### config.mk
export PLATFORM = sky130hd
export DESIGN_NAME = trim_bank_top
export DESIGN_NICKNAME = d
export VERILOG_FILES = /design/src/rtl/trim_bank_pkg.sv /design/src/rtl/trim_serial_rx.sv /design/src/rtl/trim_chan_bank.sv /design/src/rtl/trim_bank_top.sv
export SDC_FILE = /design/constraint.sdc
export NUM_CORES = 1
export LEC_CHECK = 0
export BUFFER_PORTS_ARGS = -buffer_cell sky130_fd_sc_hd__buf_2
export CAP_MARGIN = 20
export CORE_ASPECT_RATIO = 0.6
export CORE_MARGIN = 3
export CORE_UTILIZATION = 40
export DETAILED_ROUTE_END_ITERATION = 16
export SLEW_MARGIN = 15
export SYNTH_ARGS = -nofsm -noshare
export SYNTH_HDL_FRONTEND = slang
export SYNTH_HIERARCHICAL = 1
export SYNTH_SLANG_ARGS = --single-unit
### constraint.sdc
create_clock -name clk -period 3 [get_ports clk]
set_clock_uncertainty 0.2 [all_clocks]
set_input_delay 0.6 -clock clk [delete_from_list [all_inputs] [get_ports clk]]
set_output_delay 0.6 -clock clk [all_outputs]
set_load 0.02 [all_outputs]
### src/rtl/trim_bank_pkg.sv
package trim_bank_pkg;
    parameter int          DEF_NUM_CH      = 12;
    parameter int          DEF_ADDR_W      = 4;
    parameter int          DEF_CODE_W      = 8;
    parameter int          DEF_SYNC_STAGES = 2;
    parameter logic [7:0]  DEF_PRESET_CODE = 8'h80;

    // State of the power-down status path
    typedef struct packed {
        logic pd;
    } pd_state_t;
endpackage

### src/rtl/trim_serial_rx.sv
module trim_serial_rx #(
    parameter  int ADDR_W      = trim_bank_pkg::DEF_ADDR_W,
    parameter  int CODE_W      = trim_bank_pkg::DEF_CODE_W,
    parameter  int SYNC_STAGES = trim_bank_pkg::DEF_SYNC_STAGES,
    localparam int FRAME_W     = ADDR_W + CODE_W
) (
    input  logic               clk,
    input  logic               preset_n,
    input  logic               sck_i,
    input  logic               sel_n_i,
    input  logic               sdi_i,
    output logic               commit_o,
    output logic [FRAME_W-1:0] frame_o
);
    typedef struct packed {
        logic [SYNC_STAGES-1:0] sck_pipe;
        logic [SYNC_STAGES-1:0] sel_pipe;
        logic [SYNC_STAGES-1:0] sdi_pipe;
        logic                   sck_prev;
        logic                   sel_prev;
        logic [FRAME_W-1:0]     shift;
    } rx_state_t;

    rx_state_t st_d, st_q;
    logic sck_now, sel_now, sdi_now;

    always_comb begin
        sck_now = st_q.sck_pipe[SYNC_STAGES-1];
        sel_now = st_q.sel_pipe[SYNC_STAGES-1];
        sdi_now = st_q.sdi_pipe[SYNC_STAGES-1];

        st_d          = st_q;
        st_d.sck_pipe = {st_q.sck_pipe[SYNC_STAGES-2:0], sck_i};
        st_d.sel_pipe = {st_q.sel_pipe[SYNC_STAGES-2:0], sel_n_i};
        st_d.sdi_pipe = {st_q.sdi_pipe[SYNC_STAGES-2:0], sdi_i};
        st_d.sck_prev = sck_now;
        st_d.sel_prev = sel_now;

        if (!sel_now && st_q.sel_prev) begin
            // select just fell: start a fresh frame
            st_d.shift = '0;
        end else if (!sel_now && sck_now && !st_q.sck_prev) begin
            st_d.shift = {st_q.shift[FRAME_W-2:0], sdi_now};
        end
    end

    always_ff @(posedge clk or negedge preset_n) begin
        if (!preset_n) begin
            st_q.sck_pipe <= '0;
            st_q.sel_pipe <= '1;
            st_q.sdi_pipe <= '0;
            st_q.sck_prev <= 1'b0;
            st_q.sel_prev <= 1'b1;
            st_q.shift    <= '0;
        end else begin
            st_q <= st_d;
        end
    end

    assign commit_o = sel_now && !st_q.sel_prev;
    assign frame_o  = st_q.shift;
endmodule

### src/rtl/trim_chan_bank.sv
module trim_chan_bank #(
    parameter  int         NUM_CH      = trim_bank_pkg::DEF_NUM_CH,
    parameter  int         ADDR_W      = trim_bank_pkg::DEF_ADDR_W,
    parameter  int         CODE_W      = trim_bank_pkg::DEF_CODE_W,
    parameter  logic [CODE_W-1:0] PRESET_CODE = trim_bank_pkg::DEF_PRESET_CODE,
    localparam int         FRAME_W     = ADDR_W + CODE_W
) (
    input  logic                     clk,
    input  logic                     preset_n,
    input  logic                     commit_i,
    input  logic [FRAME_W-1:0]       frame_i,
    output logic [NUM_CH*CODE_W-1:0] codes_o
);
    typedef struct packed {
        logic [NUM_CH-1:0][CODE_W-1:0] codes;
    } bank_state_t;

    bank_state_t       st_d, st_q;
    logic [ADDR_W-1:0] addr;
    logic [CODE_W-1:0] code;
    logic [NUM_CH-1:0] wr_en;

    assign addr = frame_i[FRAME_W-1 -: ADDR_W];
    assign code = frame_i[CODE_W-1:0];

    // One address comparator per channel; addresses past the last channel match none
    for (genvar k = 0; k < NUM_CH; k++) begin : g_dec
        assign wr_en[k] = commit_i && (addr == ADDR_W'(k));
    end

    always_comb begin
        st_d = st_q;
        for (int k = 0; k < NUM_CH; k++) begin
            if (wr_en[k]) begin
                st_d.codes[k] = code;
            end
        end
    end

    always_ff @(posedge clk or negedge preset_n) begin
        if (!preset_n) begin
            for (int k = 0; k < NUM_CH; k++) begin
                st_q.codes[k] <= PRESET_CODE;
            end
        end else begin
            st_q <= st_d;
        end
    end

    assign codes_o = st_q.codes;
endmodule

### src/rtl/trim_bank_top.sv
module trim_bank_top #(
    parameter  int         NUM_CH      = trim_bank_pkg::DEF_NUM_CH,
    parameter  int         ADDR_W      = trim_bank_pkg::DEF_ADDR_W,
    parameter  int         CODE_W      = trim_bank_pkg::DEF_CODE_W,
    parameter  int         SYNC_STAGES = trim_bank_pkg::DEF_SYNC_STAGES,
    parameter  logic [CODE_W-1:0] PRESET_CODE = trim_bank_pkg::DEF_PRESET_CODE,
    localparam int         FRAME_W     = ADDR_W + CODE_W
) (
    input  logic                     clk,
    input  logic                     preset_n,
    input  logic                     sck_i,
    input  logic                     sel_n_i,
    input  logic                     sdi_i,
    input  logic                     pd_req_i,
    output logic [NUM_CH*CODE_W-1:0] ch_code_o,
    output logic                     pd_o
);
    logic               commit_w;
    logic [FRAME_W-1:0] frame_w;

    trim_bank_pkg::pd_state_t pd_d, pd_q;

    trim_serial_rx #(
        .ADDR_W      (ADDR_W),
        .CODE_W      (CODE_W),
        .SYNC_STAGES (SYNC_STAGES)
    ) u_rx (
        .clk      (clk),
        .preset_n (preset_n),
        .sck_i    (sck_i),
        .sel_n_i  (sel_n_i),
        .sdi_i    (sdi_i),
        .commit_o (commit_w),
        .frame_o  (frame_w)
    );

    trim_chan_bank #(
        .NUM_CH      (NUM_CH),
        .ADDR_W      (ADDR_W),
        .CODE_W      (CODE_W),
        .PRESET_CODE (PRESET_CODE)
    ) u_bank (
        .clk      (clk),
        .preset_n (preset_n),
        .commit_i (commit_w),
        .frame_i  (frame_w),
        .codes_o  (ch_code_o)
    );

    // Power-down status: registered pass-through, independent of the serial path
    always_comb begin
        pd_d    = pd_q;
        pd_d.pd = pd_req_i;
    end

    always_ff @(posedge clk or negedge preset_n) begin
        if (!preset_n) begin
            pd_q <= '0;
        end else begin
            pd_q <= pd_d;
        end
    end

    assign pd_o = pd_q.pd;
endmodule

==> flow_metrics.env, run 1 <==
export IMPL_dp_cells=532
export IMPL_numCtsBuffers=17
export IMPL_holdWs_ns=-0.00337
export IMPL_areaGrowthSynthToFinish_pct=25.0
export IMPL_max_freq_mhz=395
export IMPL_synth_top_area_cell="dfrtp_1"
export IMPL_tritoncts="done"
export IMPL_clk_pin_slew_ns=0.05
export IMPL_finalSetupViolations=0
export IMPL_routed_via_density=4.94
export IMPL_rows=29
export IMPL_layout_min_cycle_time_ns=2.53
export IMPL_ys_top_cells_by_count="dfrtp_1 (102), mux2_2 (80), mux2_4 (16), dfstp_2 (15), buf_4 (14)"
export IMPL_die_x_microns=145
export IMPL_final_instance_count_excl_fill=564
export IMPL_path_max_fanout=15
export IMPL_dominantRegCellSynth="dfrtp_1"
export IMPL_final_hold_viol_count=6
export IMPL_cts_hold_buf=0
export IMPL_final_antenna_net_count=0
export IMPL_clockBufferDepth=2
export IMPL_htreeDepth=4
export IMPL_arrival_ns=2.62
export IMPL_drt_total_wl_microns=10900
export IMPL_fin_setup_tns_ns=0
export IMPL_fillCellCount=906
export IMPL_cts_sinks=117
export IMPL_gr_usage_all_layers_pct=17.6
export IMPL_synth_net_count=304
export IMPL_min_path_type="in2async"
export IMPL_synth_area_leaders="dfrtp_1 (55%), mux2_2 (19%), dfstp_2 (8.5%), mux2_4 (5.2%), buf_4 (2.3%)"
export IMPL_grt_max_degree=43
export IMPL_slew_headroom_pct=48.5
export IMPL_maxCapViolCount=0
export IMPL_drt_iter0_drc=201
export IMPL_worst_pin_slew_ns=0.769
export IMPL_synthCells=298
export IMPL_dieArea_sq_um=13000
export IMPL_drc=0
export IMPL_initial_utilization_pct=42.5
export IMPL_cts_resized=0
export IMPL_ios=103
export IMPL_port_buffers=102
export IMPL_placedInstanceArea_sq_um=5220
export IMPL_yosysTopAreaCellShare_pct=55.0
export IMPL_violations="hold timing"
export IMPL_pre_cts_ws_ns=0.483
export IMPL_outcome="complete, but fails checks"
export IMPL_overflow=0
export IMPL_die_h_microns=89.4
export IMPL_cts_setup_buffers=0
export IMPL_final_core_util_pct=53.1
export IMPL_ctsRootBufferMaster="clkbuf_16"
export IMPL_ys_ff_latch=117
export IMPL_drive_gt1_share_pct=63.3
export IMPL_firstDrtPassIters=4
export IMPL_irDropWorstVdd_v=0.000450
export IMPL_fin_ws_ns=0.470
export IMPL_synth_edf_count=0
export IMPL_final_period_utilization_pct=84.3
export IMPL_yosysSeqAreaShare_pct=63.5
export IMPL_power_density_nw_per_um2=644
export IMPL_insertedDiodeCount=0
export IMPL_clk_insertion_delay_late_ns=0.40
export IMPL_p_leak_nw=3.14
export IMPL_wl_per_cell_microns=19.4
export IMPL_startpoint_type="flip-flop"
export IMPL_yosysMostFrequentCell="dfrtp_1"
export IMPL_rsz0062_at_grt="no"
export IMPL_synth_area_sq_um=4640
export IMPL_slew_viol_final=0
export IMPL_grt_antenna_before_repair=0
export IMPL_synth_cell_types=22
export IMPL_async_reset_ff_share_pct=100
export IMPL_grt_pass1_wl_microns=16900
export IMPL_syn_avg_cell_area_sq_um=15.6
export IMPL_endpoint_kind="flip-flop"
export IMPL_first_global_vias=2898
export IMPL_vias=2787
export IMPL_final_nets=402
export IMPL_ys_warn_count=6
export IMPL_core_area_sq_um=10900
export IMPL_place_hpwl_microns=7130
export IMPL_place_congestion=0.750
export IMPL_critPathKind="reg2reg"
export IMPL_fin_area_sq_um=5800
export IMPL_cp_required_ns=3.09
==> cell families (layout without fill, tap and decap cells) <==
logic type	count (synthesis)	in the layout	synth area share, %
AOI/OAI and AO/OA	24	24	3.23
buffers and inverters	27	138	3.67
and+or+nand+nor	34	34	5.04
muxes	96	96	24.6
DFF	117	117	63.5
==> final cells by class <==
type | count | area, sq um | area share (%)
clock buffer | 21 | 450 | 7.76
clock inverter | 11 | 133 | 2.28
multi-input combinational | 154 | 1530 | 26.3
sequential | 117 | 2950 | 50.8
tap | 155 | 194 | 3.34
timing repair buffer | 106 | 556 | 9.57
==> where the power goes <==
group | switching [mW] | internal, mW
Sequential | 0.0435 | 1.60
Clock | 0.691 | 1.32
Combinational | 0.0597 | 0.0271
==> worst max-delay path: stages (launching register included) <==
cell and delay (ns):
dfstp_2 0.69, nor2b_1 0.44, nand3b_4 0.16, or3_1 0.55, mux2_4 0.38
==> routing by layer <==
layer / track usage, % / vias up / routed length (microns)
met5: 0 / - / 0
met1: 23.6 / 1431 / 5160
met2: 24.6 / 97 / 4660
li1: - / 1244 / -
met4: 7.92 / 0 / 158
met3: 8.00 / 15 / 947
==> layout by cell type (no fill, tap or decap) <==
master	count
clkbuf_1	3
nor3b_4	1
buf_4	4
clkbuf_16	17
nand3b_4	2
bufinv_16	3
mux2_2	80
nor2b_1	2
o21ai_1	10
nand2b_1	3
nor2_2	6
nand3b_2	2
o21ai_0	2
clkinv_2	7
a22oi_1	12
nand2_1	13
nor3b_2	1
dfrtp_1	102
nand2_2	1
dfstp_2	15
nor2_1	1
buf_2	101
buf_12	1
or3_1	2
clkbuf_8	1
clkinvlp_4	1
mux2_4	16
==> through the flow <==
step,hold slack [ns],total power [mW]
floorplan,0.104,1.70
global placement,0.137,1.76
detailed placement,0.145,1.76
CTS,0.000500,3.77
global route,0.0257,3.86
finish,-0.00337,3.74
==> final timing paths <==
kind                            slack, ns                             end                    start  cells past startpoint
worst min register to register       0.15          u_rx/sck_now$_DFF_PN0_  u_rx/st_d[19]$_DFF_PN0_                      0
worst max register to register       0.47  u_bank/codes_o[68]$_DFFE_PN0P_   u_rx/sel_now$_DFF_PN1_                      4
min in group clk                     0.09         u_rx/st_d[17]$_DFF_PN1_                  sel_n_i                      1
worst max-delay path                 0.47  u_bank/codes_o[68]$_DFFE_PN0P_   u_rx/sel_now$_DFF_PN1_                      4
worst min-delay path               -0.003  u_bank/codes_o[93]$_DFFE_PN0P_                 preset_n                      1
max in group asynchronous            1.87  u_bank/codes_o[79]$_DFFE_PN1P_                 preset_n                      2
==> flip-flops by register name (all words and copies together) (netlist names) <==
name,flops
u_rx/st_d,3
u_rx/sdi_now,1
u_rx/frame_o,12
u_bank/codes_o,96
u_rx/sel_now,1
pd_o,1
u_rx/st_q,2
u_rx/sck_now,1
Note: power is estimated with default switching activity, not from simulation.
==> run 2: changes to the inputs <==
==> constraint.sdc (replaced) <==
create_clock -name clk -period 2.2 [get_ports clk]
set_clock_uncertainty 0.2 [all_clocks]
set_input_delay 0.44 -clock clk [delete_from_list [all_inputs] [get_ports clk]]
set_output_delay 0.44 -clock clk [all_outputs]
set_load 0.02 [all_outputs]
==> run 2 against run 1 <==
Net effect: the run now ends clean; sequential share of layout area fell by 2.4 points; non-clock buffer count rose by 18; via count rose by 2.3%; sequential cell count did not move; combinational power rose by 65%; count of clock-buffer cells in the layout rose by 4; clock power rose by 44%; largest cell class unchanged; critical endpoint is now u_bank/codes_o[75]$_DFFE_PN0P_; setup slack got worse by 0.36 ns.
==> flow_metrics.env, run 2 (synthesis results as in run 1) <==
export IMPL_p_comb_share_pct=2.7
export IMPL_place_hpwl_microns=7220
export IMPL_fin_setup_tns_ns=0
export IMPL_drive_gt1_share_pct=64.9
export IMPL_cts_setup_buffers=0
export IMPL_final_period_utilization_pct=95.2
export IMPL_final_cell_mix="dfrtp_1 (102), buf_2 (101), mux2_2 (80)"
export IMPL_clk_insertion_delay_late_ns=0.40
export IMPL_grt_pass1_wl_microns=17400
export IMPL_outcome="finished, final reports clean"
export IMPL_place_congestion=0.743
export IMPL_drt_iter0_drc=166
export IMPL_firstDrtPassIters=4
export IMPL_overflow=0
export IMPL_port_buffers=102
export IMPL_rsz0062_at_grt="no"
export IMPL_clkPwrFrac_pct=54.9
export IMPL_min_path_type="reg2reg"
export IMPL_irDropWorstVdd_v=0.000559
export IMPL_initial_utilization_pct=42.5
export IMPL_dp_cells=545
export IMPL_r2r_start="u_rx/sel_now$_DFF_PN1_"
export IMPL_die_x_microns=145
export IMPL_insertedDiodeCount=0
export IMPL_rows=29
export IMPL_numCtsBuffers=17
export IMPL_worst_pin_slew_ns=0.710
export IMPL_final_hold_viol_count=0
export IMPL_max_freq_mhz=478
export IMPL_final_nets=420
export IMPL_cp_required_ns=2.28
export IMPL_final_instance_count_excl_fill=582
export IMPL_layout_min_cycle_time_ns=2.09
export IMPL_endpoint_kind="flip-flop"
export IMPL_cts_sinks=117
export IMPL_slew_headroom_pct=52.7
export IMPL_slew_viol_final=0
export IMPL_ctsRootBufferMaster="clkbuf_16"
export IMPL_clk_pin_slew_ns=0.05
export IMPL_routed_via_density=4.90
export IMPL_switching_power_mw=1.06
export IMPL_drt_total_wl_microns=10900
export IMPL_p_sw_share_pct=20.1
export IMPL_r2r_setup_slack_ns=0.11
export IMPL_finalSetupViolations=0
export IMPL_arrival_ns=2.17
export IMPL_die_h_microns=89.4
export IMPL_tritoncts="done"
export IMPL_drc=0
export IMPL_areaGrowthSynthToFinish_pct=31.3
export IMPL_vias=2852
export IMPL_grt_antenna_before_repair=0
export IMPL_p_leak_nw=3.28
export IMPL_final_common_cell="dfrtp_1"
export IMPL_worstHoldStart="u_rx/st_d[19]$_DFF_PN0_"
export IMPL_seq_power_share_pct=42.4
export IMPL_maxCapViolCount=0
export IMPL_grt_max_degree=35
export IMPL_ios=103
export IMPL_first_global_vias=2938
export IMPL_final_antenna_net_count=0
export IMPL_clockBufferDepth=2
export IMPL_critPathLaunch="u_rx/sel_now$_DFF_PN1_"
export IMPL_power_density_nw_per_um2=866
export IMPL_startpoint_type="flip-flop"
export IMPL_htreeDepth=4
export IMPL_path_max_fanout=8
export IMPL_critPathKind="reg2reg"
export IMPL_gr_usage_all_layers_pct=18.0
export IMPL_largest_register_ffs=96
export IMPL_wl_per_cell_microns=18.7
export IMPL_power_internal_mw=4.22
export IMPL_dieArea_sq_um=13000
export IMPL_core_area_sq_um=10900
## run 2: changes by cell type in the layout (fill, tap and decap cells not counted), sizes merged
cell         previous run  this run
clkinvlp                1         2
clkbuf                 21        25
clkinv                  7         2
buf                   106       119
dlygate4sd3             0         5
## run 2: power groups by stage
stage	sequential [mW]	combinational, mW	clock [mW]
finish	2.24	0.143	2.90
global route	2.24	0.159	3.08
CTS	2.24	0.146	2.96
detailed placement	2.27	0.139	0
global placement	2.27	0.135	0
floorplan	2.25	0.0669	0
## run 2: area by class of cell
| cell class | count | area (sq um) |
|---|---|---|
| Multi-Input combinational cell | 154 | 1540 |
| Tap cell | 155 | 194 |
| Fill cell | 902 | 4820 |
| Sequential cell | 117 | 2950 |
| Timing Repair Buffer | 124 | 778 |
| Clock buffer | 25 | 526 |
| Clock inverter | 7 | 115 |
## run 2: critical path, stage by stage (launching register included)
cell and delay (ns):
dfstp_2 0.52, nor2b_2 0.28, nand3b_4 0.10, buf_4 0.16
nor2_2 0.31, mux2_2 0.39
## run 2: metrics by stage
| step | worst slack [ns] | hold WS (ns) | power [mW] | utilization (%) | area (sq um) |
|---|---|---|---|---|---|
| floorplan | 0.119 | -0.0556 | 2.31 | - | 4640 |
| CTS | 0.0559 | 0.150 | 5.35 | 55.7 | 6090 |
| global route | 0.0281 | 0.151 | 5.48 | 55.8 | 6100 |
| global placement | 0.107 | 0.137 | 2.41 | 49.4 | 5400 |
| finish | 0.107 | 0.148 | 5.28 | 55.8 | 6100 |
| detailed placement | 0.0629 | 0.138 | 2.41 | 49.4 | 5400 |
## run 2: path summary, 6_finish.rpt
kind	end	cells after the start
max	u_bank/codes_o[75]$_DFFE_PN0P_	5
min	u_rx/sck_now$_DFF_PN0_	0
max reg2reg	u_bank/codes_o[75]$_DFFE_PN0P_	5
min reg2reg	u_rx/sck_now$_DFF_PN0_	0
max in group asynchronous	u_bank/codes_o[15]$_DFFE_PN1P_	3
min in group asynchronous	pd_o$_DFF_PN0_	2
## run 2: layer usage
metal	vias to the layer above	GRT usage [%]	part of all wire (%)
met5	-	0	0
met4	0	5.68	1.1
met3	12	8.00	7.6
met2	96	24.4	41
met1	1461	25.7	51
li1	1283	-	-
## run 2: timing repair
item / 4_1_cts / 5_1_grt
hold buffers: 5 / 0
gates resized for setup: 0 / 2
hold endpoints to repair: 28 / 0
endpoints found under the setup margin: 0 / 12
